<file path="src/rtl/ioaddr_pkg.sv">
`timescale 1ns/1ps
package ioaddr_pkg;

    typedef enum logic [1:0] {
        FLT_NONE  = 2'd0,
        FLT_GP    = 2'd1,
        FLT_UNSUP = 2'd2,
        FLT_SPACE = 2'd3
    } fault_e;

    typedef struct packed {
        logic [31:0] cfg;
    } state_t;

endpackage

</file>
<file path="src/rtl/ioaddr_msr_map.sv">
`timescale 1ns/1ps
module ioaddr_msr_map #(
    parameter int              FIELD_W = 32,
    parameter logic [31:0]     A_BASE  = 32'h0000_0010,
    parameter int              A_CNT   = 8,
    parameter logic [31:0]     B_BASE  = 32'hC000_0080,
    parameter int              B_CNT   = 4,
    parameter int              IDX_W   = 4
) (
    input  logic [FIELD_W-1:0] num,
    output logic               hit,
    output logic [IDX_W-1:0]   idx
);
    localparam int NWIN = 2;
    localparam logic [FIELD_W-1:0] WIN_BASE [NWIN] = '{FIELD_W'(A_BASE), FIELD_W'(B_BASE)};
    localparam int                 WIN_CNT  [NWIN] = '{A_CNT, B_CNT};
    localparam int                 WIN_OFS  [NWIN] = '{0, A_CNT};

    logic [NWIN-1:0]  hit_w;
    logic [IDX_W-1:0] idx_w [NWIN];

    for (genvar w = 0; w < NWIN; w++) begin : g_win
        logic [FIELD_W-1:0] off;
        assign off      = num - WIN_BASE[w];
        assign hit_w[w] = (num >= WIN_BASE[w]) && (off < FIELD_W'(WIN_CNT[w]));
        assign idx_w[w] = IDX_W'(off) + IDX_W'(WIN_OFS[w]);
    end

    always_comb begin
        hit = |hit_w;
        idx = '0;
        for (int w = NWIN - 1; w >= 0; w--) begin
            if (hit_w[w]) idx = idx_w[w];
        end
    end
endmodule

</file>
<file path="src/rtl/ioaddr_io_route.sv">
`timescale 1ns/1ps
module ioaddr_io_route #(
    parameter int              PA_W        = 64,
    parameter logic [15:0]     CFG_PORT    = 16'hCF8,
    parameter logic [15:0]     DATA_PORT   = 16'hCFC,
    parameter logic [PA_W-1:0] PA_IO_BASE  = 64'h8000_0000_0000_0000,
    parameter logic [PA_W-1:0] PA_CFG_BASE = 64'hC000_0000_0000_0000,
    parameter logic [PA_W-1:0] PA_CFGREG   = 64'h800
) (
    input  logic [15:0]     port,
    input  logic [3:0]      size,
    input  logic [31:0]     cfg,
    output logic [PA_W-1:0] paddr,
    output logic            uncache,
    output logic            regacc,
    output logic            cfg_hit
);
    logic data_hit;
    logic unused_cfg;
    assign unused_cfg = ^cfg[1:0];

    assign cfg_hit  = (port == CFG_PORT) && (size == 4'd4);
    assign data_hit = (port[15:2] == DATA_PORT[15:2]);

    always_comb begin
        paddr   = PA_IO_BASE | PA_W'(port);
        uncache = 1'b1;
        regacc  = 1'b0;
        if (cfg_hit) begin
            paddr   = PA_CFGREG;
            uncache = 1'b0;
            regacc  = 1'b1;
        end else if (data_hit && cfg[31]) begin
            paddr = PA_CFG_BASE | PA_W'({cfg[30:2], 2'b00}) | PA_W'(port[1:0]);
        end
    end
endmodule

</file>
<file path="src/rtl/ioaddr_router.sv">
`timescale 1ns/1ps
module ioaddr_router
    import ioaddr_pkg::*;
#(
    parameter int              ADDR_W      = 48,
    parameter int              FIELD_W     = 32,
    parameter int              PA_W        = 64,
    parameter int              REG_BYTES   = 8,
    parameter int              CFGREG_IDX  = 256,
    parameter int              SEL_ID      = 0,
    parameter int              SEL_MSR     = 1,
    parameter int              SEL_IO      = 2,
    parameter logic [PA_W-1:0] PA_IO_BASE  = 64'h8000_0000_0000_0000,
    parameter logic [PA_W-1:0] PA_CFG_BASE = 64'hC000_0000_0000_0000,
    parameter int              MSR_A_CNT   = 8,
    parameter int              MSR_B_CNT   = 4
) (
    input  logic              clk,
    input  logic              rst_n,
    input  logic              req_valid,
    input  logic [ADDR_W-1:0] req_addr,
    input  logic [3:0]        req_size,
    input  logic              req_wr,
    input  logic [31:0]       req_wdata,
    output logic [PA_W-1:0]   rsp_paddr,
    output logic              rsp_uncache,
    output logic              rsp_regacc,
    output logic [1:0]        rsp_fault
);
    localparam int SEL_W = ADDR_W - 3 - FIELD_W;
    localparam int IDX_W = $clog2(MSR_A_CNT + MSR_B_CNT);
    localparam logic [PA_W-1:0] PA_CFGREG = PA_W'(CFGREG_IDX) * PA_W'(REG_BYTES);

    typedef struct packed {
        logic [PA_W-1:0] paddr;
        logic            uncache;
        logic            regacc;
        fault_e          fault;
    } rsp_t;

    state_t st_d, st_q;
    rsp_t   rsp;

    logic [SEL_W-1:0]   sel;
    logic [FIELD_W-1:0] field;
    logic               unused_low;
    assign sel        = req_addr[ADDR_W-1 -: SEL_W];
    assign field      = req_addr[3 +: FIELD_W];
    assign unused_low = ^req_addr[2:0];

    logic             msr_hit;
    logic [IDX_W-1:0] msr_idx;
    ioaddr_msr_map #(
        .FIELD_W (FIELD_W),
        .A_CNT   (MSR_A_CNT),
        .B_CNT   (MSR_B_CNT),
        .IDX_W   (IDX_W)
    ) u_msr (
        .num (field),
        .hit (msr_hit),
        .idx (msr_idx)
    );

    logic [PA_W-1:0] io_paddr;
    logic            io_unc, io_reg, io_cfg_hit;
    ioaddr_io_route #(
        .PA_W        (PA_W),
        .PA_IO_BASE  (PA_IO_BASE),
        .PA_CFG_BASE (PA_CFG_BASE),
        .PA_CFGREG   (PA_CFGREG)
    ) u_io (
        .port    (field[15:0]),
        .size    (req_size),
        .cfg     (st_q.cfg),
        .paddr   (io_paddr),
        .uncache (io_unc),
        .regacc  (io_reg),
        .cfg_hit (io_cfg_hit)
    );

    always_comb begin
        st_d = st_q;
        rsp  = '{paddr: '0, uncache: 1'b0, regacc: 1'b0, fault: FLT_NONE};
        if (req_valid) begin
            if (sel == SEL_W'(SEL_ID)) begin
                rsp.fault = FLT_UNSUP;
            end else if (sel == SEL_W'(SEL_MSR)) begin
                if (msr_hit) begin
                    rsp.paddr  = PA_W'(msr_idx) * PA_W'(REG_BYTES);
                    rsp.regacc = 1'b1;
                end else begin
                    rsp.fault = FLT_GP;
                end
            end else if (sel == SEL_W'(SEL_IO)) begin
                if (field[FIELD_W-1:16] != '0) begin
                    rsp.fault = FLT_SPACE;
                end else begin
                    rsp.paddr   = io_paddr;
                    rsp.uncache = io_unc;
                    rsp.regacc  = io_reg;
                    if (io_cfg_hit && req_wr) st_d.cfg = req_wdata;
                end
            end else begin
                rsp.fault = FLT_SPACE;
            end
        end
    end

    always_ff @(posedge clk or negedge rst_n) begin
        if (!rst_n) st_q <= '0;
        else        st_q <= st_d;
    end

    assign rsp_paddr   = rsp.paddr;
    assign rsp_uncache = rsp.uncache;
    assign rsp_regacc  = rsp.regacc;
    assign rsp_fault   = rsp.fault;

    AST_FAULT_QUIET: assert property (@(posedge clk) disable iff (!rst_n)
        (rsp_fault != 2'd0) |-> (rsp_paddr == '0 && !rsp_uncache && !rsp_regacc));
    AST_FLAG_EXCL: assert property (@(posedge clk) disable iff (!rst_n)
        !(rsp_uncache && rsp_regacc));
    AST_IDLE_ZERO: assert property (@(posedge clk) disable iff (!rst_n)
        !req_valid |-> (rsp_paddr == '0 && !rsp_uncache && !rsp_regacc && rsp_fault == 2'd0));
    AST_CFG_HOLD: assert property (@(posedge clk) disable iff (!rst_n)
        !(req_valid && req_wr && req_size == 4'd4) |=> $stable(st_q.cfg));
    AST_CFG_WINDOW: assert property (@(posedge clk) disable iff (!rst_n)
        (rsp_uncache && ((rsp_paddr & PA_CFG_BASE) == PA_CFG_BASE)) |-> st_q.cfg[31]);
endmodule

</file>
<file path="config.mk">
export PLATFORM = sky130hd
export DESIGN_NAME = ioaddr_router
export DESIGN_NICKNAME = d
export VERILOG_FILES = /design/src/rtl/ioaddr_pkg.sv /design/src/rtl/ioaddr_msr_map.sv /design/src/rtl/ioaddr_io_route.sv /design/src/rtl/ioaddr_router.sv
export SDC_FILE = /design/constraint.sdc
export NUM_CORES = 1
export LEC_CHECK = 0
export BUFFER_PORTS_ARGS = -buffer_cell sky130_fd_sc_hd__buf_2
export CAP_MARGIN = 40
export CORE_MARGIN = 2
export CORE_UTILIZATION = 30
export DETAILED_ROUTE_END_ITERATION = 10
export PLACE_DENSITY = 0.64
export SETUP_SLACK_MARGIN = 0.15
export SKIP_LAST_GASP = 1
export SLEW_MARGIN = 20
export SYNTH_ARGS = -nofsm -noshare
export SYNTH_HDL_FRONTEND = slang
export SYNTH_SLANG_ARGS = --single-unit
</file>
<file path="constraint.sdc">
create_clock -name clk -period 3.4 [get_ports clk]
set_clock_uncertainty 0.2 [all_clocks]
set_input_delay 0.51 -clock clk [delete_from_list [all_inputs] [get_ports clk]]
set_output_delay 0.51 -clock clk [all_outputs]
set_load 0.02 [all_outputs]
</file>
After elaboration in Yosys (flattened, before gate mapping):

Cells that the tools add are included.

* bitwise operators: 4
* reduce and logical (&&, ||, !) cells: 9
* equal/unequal tests: 5
* order comparisons: 4
* $add $sub $neg: 3
* muxes and demuxes: 19

Operator list (count)
* 2-to-1 mux 66 bit: 3
* 2-to-1 mux 64 bit: 3
* 2-to-1 mux 68 bit: 1
* bitwise OR 64 x 2 -> 64 bit: 1
* greater-or-equal comparator 32 bit (second input constant): 1
* greater-or-equal comparator 32 x 5 -> 1 bit (second input constant): 1
* less-than comparator 32 x 3 -> 1 bit (second input constant): 1
* less-than comparator 32 x 4 -> 1 bit (second input constant): 1
* subtractor 32 bit (second input constant): 1
* subtractor 32 x 5 -> 32 bit (second input constant): 1
* == test 16 x 12 -> 1 bit (second input constant): 1
* nonzero test 16 bit: 1
* == test 14 x 10 -> 1 bit (second input constant): 1
* == test 13 x 1 -> 1 bit (second input constant): 1
* == test 13 x 2 -> 1 bit (second input constant): 1
* logical NOT 13 bit: 1
* 2-to-1 mux 4 bit: 2
* 2-to-1 mux 7 bit: 1
* 2-to-1 mux 2 bit: 3
* AND reduction 6 bit: 1
* logical AND 1 bit: 5
* 2-to-1 mux 1 bit: 5
* adder 4 bit (second input constant): 1
* == test 4 x 3 -> 1 bit (second input constant): 1
* 3 further kinds: 5

* input bits: 88
* output and inout bits: 68
* word-level logic and storage cells: 45
* flip-flop bits (word level): 32

Depth between registers and ports, before layout:

* depth after elaboration: 9
* mapped depth: 10
* gate-level depth less buffers: 9

Hierarchy:

A second synthesis with hierarchy kept.

* cell total of the unflattened synthesis: 366
* area total of the unflattened synthesis: 3316.9 um2

By module, submodules not included
* ioaddr_router: instances 1, cells each 169, area each 1850.5 um2, seq. area each 800.8 um2
* ioaddr_msr_map: instances 1, cells each 106, area each 805.8 um2, seq. area each 0.0 um2
* ioaddr_io_route: instances 1, cells each 91, area each 660.6 um2, seq. area each 0.0 um2

Worst setup path before layout:

Ideal clock, no wire load.

* path type: input to output
* start: in req_addr[11]
* end: out rsp_paddr[5]
* stages: 9
* path buffers: 0
* path slack: -34 ps
* arrival time: 2724 ps
* cells stage by stage: inv_1 -> ha_1 -> or4b_4 -> o31a_1 -> a2111oi_2 -> nand4_1 -> nor4_2 -> a21oi_2 -> o22ai_1

* cells in the longest elaborated chain, start to end: 9

Ends and longest elaborated chain
* start: declaration: RTL line ioaddr_router.sv:21 `input logic [ADDR_W-1:0] req_addr,`
* subtractor 32 bit / == test 14 x 10 -> 1 bit (equally long branches): RTL line ioaddr_msr_map.sv:24, ioaddr_io_route.sv:23
* less-than comparator 32 x 3 -> 1 bit / logical AND 1 bit (equally long branches): RTL line ioaddr_msr_map.sv:25, ioaddr_io_route.sv:33
* logical AND 1 bit / 2-to-1 mux 64 bit (equally long branches): RTL line ioaddr_msr_map.sv:25, ioaddr_io_route.sv:33
* 2-to-1 mux 4 bit / 2-to-1 mux 64 bit (equally long branches): RTL line ioaddr_msr_map.sv:33, ioaddr_io_route.sv:29
* 2-to-1 mux 4 bit / 2-to-1 mux 66 bit (equally long branches): RTL line ioaddr_msr_map.sv:33, ioaddr_router.sv:95
* 2-to-1 mux 7 bit / 2-to-1 mux 66 bit (equally long branches): RTL line ioaddr_router.sv:88, ioaddr_router.sv:94
* 2-to-1 mux 64 bit *: RTL line ioaddr_router.sv:87 `end else if (sel == SEL_W'(SEL_MSR)) begin`
* 2-to-1 mux 66 bit *: RTL line ioaddr_router.sv:85 `if (sel == SEL_W'(SEL_ID)) begin`
* 2-to-1 mux 68 bit *: RTL line ioaddr_router.sv:84 `if (req_valid) begin`
* end: declaration: RTL line ioaddr_router.sv:25 `output logic [PA_W-1:0] rsp_paddr,`

Mark *: on every way between the ends. The rest lies on a longest branch, timed or not.

Final worst setup path:

* start: in req_addr[10]
* end: out rsp_paddr[3]

The elaborated chain is that of the path after synthesis.

==> impl_metrics.yaml <==
sta:
  setup_viol: 5
  slew_violations: 0
  worstMarginPinSlew_ps: 669
  finalHoldViolations: 0
  period_share_pct: 102
  setup_ws_ps: -55.5
  fin_crit_ps: 3460
  setup_tns_ps: -116
  rsz0062_at_grt: "yes"
  maxSlewHeadroom_pct: 55.4
  holdWs_ps: 69.2
  fmax_mhz: 289
pwr:
  power_mw: 0.851
  peakVddDrop_mv: 0.273
  p_leak_nw: 2.09
  power_density_mw_per_mm2: 193
layout:
  reg_top3: "st_q x30"
  drive_gt1_share_pct: 58.1
  regMostFlops: "st_q"
  finalNetCount: 578
  syn_to_final_growth_pct: 61.8
  largest_reg_flops: 30
  post-route-util_pct: 50.3
  num_antenna_cells: 0
worst_setup_path:
  crit_slowest_cell: "or4b_4"
  reg2reg_from: "st_q[31]"
  reg2reg_setup_slack_ps: 2400
  r2r_end: "st_q[31]"
  worst-path-max-fanout: 4
  slowest_delay_ps: 460
  path_buf_inv: 3
  timing.reg2reg.worst_path_depth: 1
  arrival_ps: 2750
  path_class: "in2out"
  path_delay_family: "simple AND/OR/NAND/NOR gates"
  worst_ep_required_time_ps: 2690
  critPathCaptureType: "output port"
  crit_chain: "buf_8 > inv_4 > ha_4 > or4b_4 > o31a_1 > a2111oi_4 > nand4_1 > nor4_4 > a21oi_4 > o22ai_4 > buf_2"
  startpoint_type: "input port"
yosys:
  netlist_area_mm2: 0.00273
  netlist.area_leader.share_pct: 27.5
  ys_async_sr_fraction_pct: 100
  synth_area_leader_cell: "dfrtp_1"
  synth_cell_type_count: 54
  synth.top_cells.by_count: "34 x buf_4, 30 x dfrtp_1, 30 x mux2_2"
  ys.flop_type: "dfrtp_1"
  ys_top_cells_by_area: "dfrtp_1 28%, mux2_2 12%, buf_4 9.4%, and2_1 4.1%, nand4_1 2.8%"
  ys_seq_area_share_pct: 27.5
  synth_edf_count: 0
  netlist_instances: 315
  synth.most_common_cell: "buf_4"
  syn_avg_cell_area_um2: 8.65
  ys_warn_count: 0
  ys_ff_latch: 30
run:
  cap_violations: 0
clock_tree:
  cts.path.max_buffers: 2
  clk_latency_ps: 270
  root_buffer: "clkbuf_8"
  path_clk_slew_ps: 60
  h-tree-depth: 2
  hold_buffers: 0
  cts_buffers: 5
  cts.sinks: 30
  cts_tree: "yes"
global_routing:
  antenna_found_initial: 0
  grt_pass1_wl_um: 14400
  gr-total-overflow: 0
  grt_max_degree: 31
  grt_pass1_vias: 3086
  grt_usage_pct: 17.8
run_status:
  status: "finished with violations"
  violations: "negative setup slack"
place:
  hpwl_um: 7080
  pre_cts_ws_ps: -184
  io_buffer_count: 119
  gp_congestion: 0.883
drt:
  drcViolationCount: 0
  drtIter0Drc: 145
  routed_wl_um: 9470
  first_pass_iters: 4
  wl_per_cell_um: 15.9
  vias: 3085
  viasPerCell: 5.17
  postRouteAntennaNets: 0
die:
  rows: 34
  start_util_pct: 31.1
  dieArea_mm2: 0.00986
  coreArea_mm2: 0.00876
  ioPinCount: 156
  die_w_um: 99.3
  die_y_um: 99.3
worst_hold_path:
  min_path_type: "in2async"
[cells in the final DEF, fill, tap and decap left out, drive strengths merged, types with 2 or more instances in the layout]
cell | Yosys | final
buf | 42 | 181
conb | 1 | 31
mux2 | 30 | 30
dfrtp | 30 | 30
nor2 | 21 | 21
nand2 | 18 | 18
and2 | 18 | 18
a21oi | 15 | 15
nor4 | 15 | 15
o21ai | 14 | 14
nand4 | 12 | 12
nor3 | 12 | 12
and3 | 10 | 10
nand3 | 9 | 9
clkbuf | 4 | 7
inv | 7 | 7
nand4b | 5 | 5
xor2 | 4 | 4
and4 | 4 | 4
or4b | 4 | 4
o22ai | 4 | 4
o31a | 3 | 3
or3 | 3 | 3
or4 | 3 | 3
nor4b | 3 | 3
nand2b | 3 | 3
xnor2 | 3 | 3
clkinv | 0 | 2
a21boi | 2 | 2
[metal layers]
| metal | up-vias | routed length [µm] | track usage [%] | share of wire (%) |
|---|---|---|---|---|
| met3 | 18 | 787 | 4.01 | 8.3 |
| li1 | 1449 | - | - | - |
| met1 | 1472 | 3700 | 20.8 | 39 |
| met5 | - | 0 | 0 | 0 |
| met4 | 0 | 182 | 5.58 | 1.9 |
| met2 | 146 | 4810 | 32.1 | 51 |
[report_power, final]
part	internal (mW)	leakage [nW]	total (mW)	switching [mW]
Combinational	0.0947	1.63	0.230	0.135
Sequential	0.357	0.419	0.357	0.00000000000000625
Clock	0.137	0.0438	0.264	0.127
Total	0.589	2.09	0.851	0.262
[kinds of logic (layout without fill, tap and decap cells)]
group | after synthesis | count (layout) | share of synthesized area, %
simple gates | 144 | 144 | 32.7
flops | 30 | 30 | 27.5
xor+xnor | 7 | 7 | 2.25
other cells | 1 | 31 | 0.138
buf+inv | 53 | 197 | 13.0
mux | 30 | 30 | 12.4
compound gates | 49 | 49 | 11.5
fa+ha+maj | 1 | 1 | 0.459
[through the flow]
stage | cells | cell area [µm²]
after global routing | 597 | 4410
after CTS | 595 | 4120
after global placement | 578 | 3690
final | 597 | 4410
after detailed placement | 578 | 3690
after floorplan | 345 | 2890
[layout make-up]
cell class | count | area (µm²)
flip-flops and latches | 30 | 751
clock inverters | 2 | 10.0
clock buffers | 5 | 68.8
fillers | 825 | 4360
multi-input cells | 262 | 2030
repair buffers | 183 | 1380
well taps | 108 | 135
inverters | 7 | 33.8
[worst max path at each step]
stage          slack, ps          from            end  depth (start not counted)
2_1_floorplan        120  req_addr[18]  rsp_paddr[63]                          8
3_3_place_gp        -160  req_addr[10]   rsp_paddr[3]                         11
3_5_place_dp        -180  req_addr[10]   rsp_paddr[3]                         11
4_1_cts             -110  req_addr[10]   rsp_paddr[3]                         11
5_1_grt             -170  req_addr[10]   rsp_paddr[3]                         11
6_report             -60  req_addr[10]   rsp_paddr[3]                         11
[timing repair]
action	in CTS	in global routing
pin swaps	21	14
hold endpoints to repair	0	0
endpoints found under the setup margin	24	34
gates resized for setup	79	63
setup buffers	9	1
gates cloned	1	1
Power figures use the tool's default switching activity.
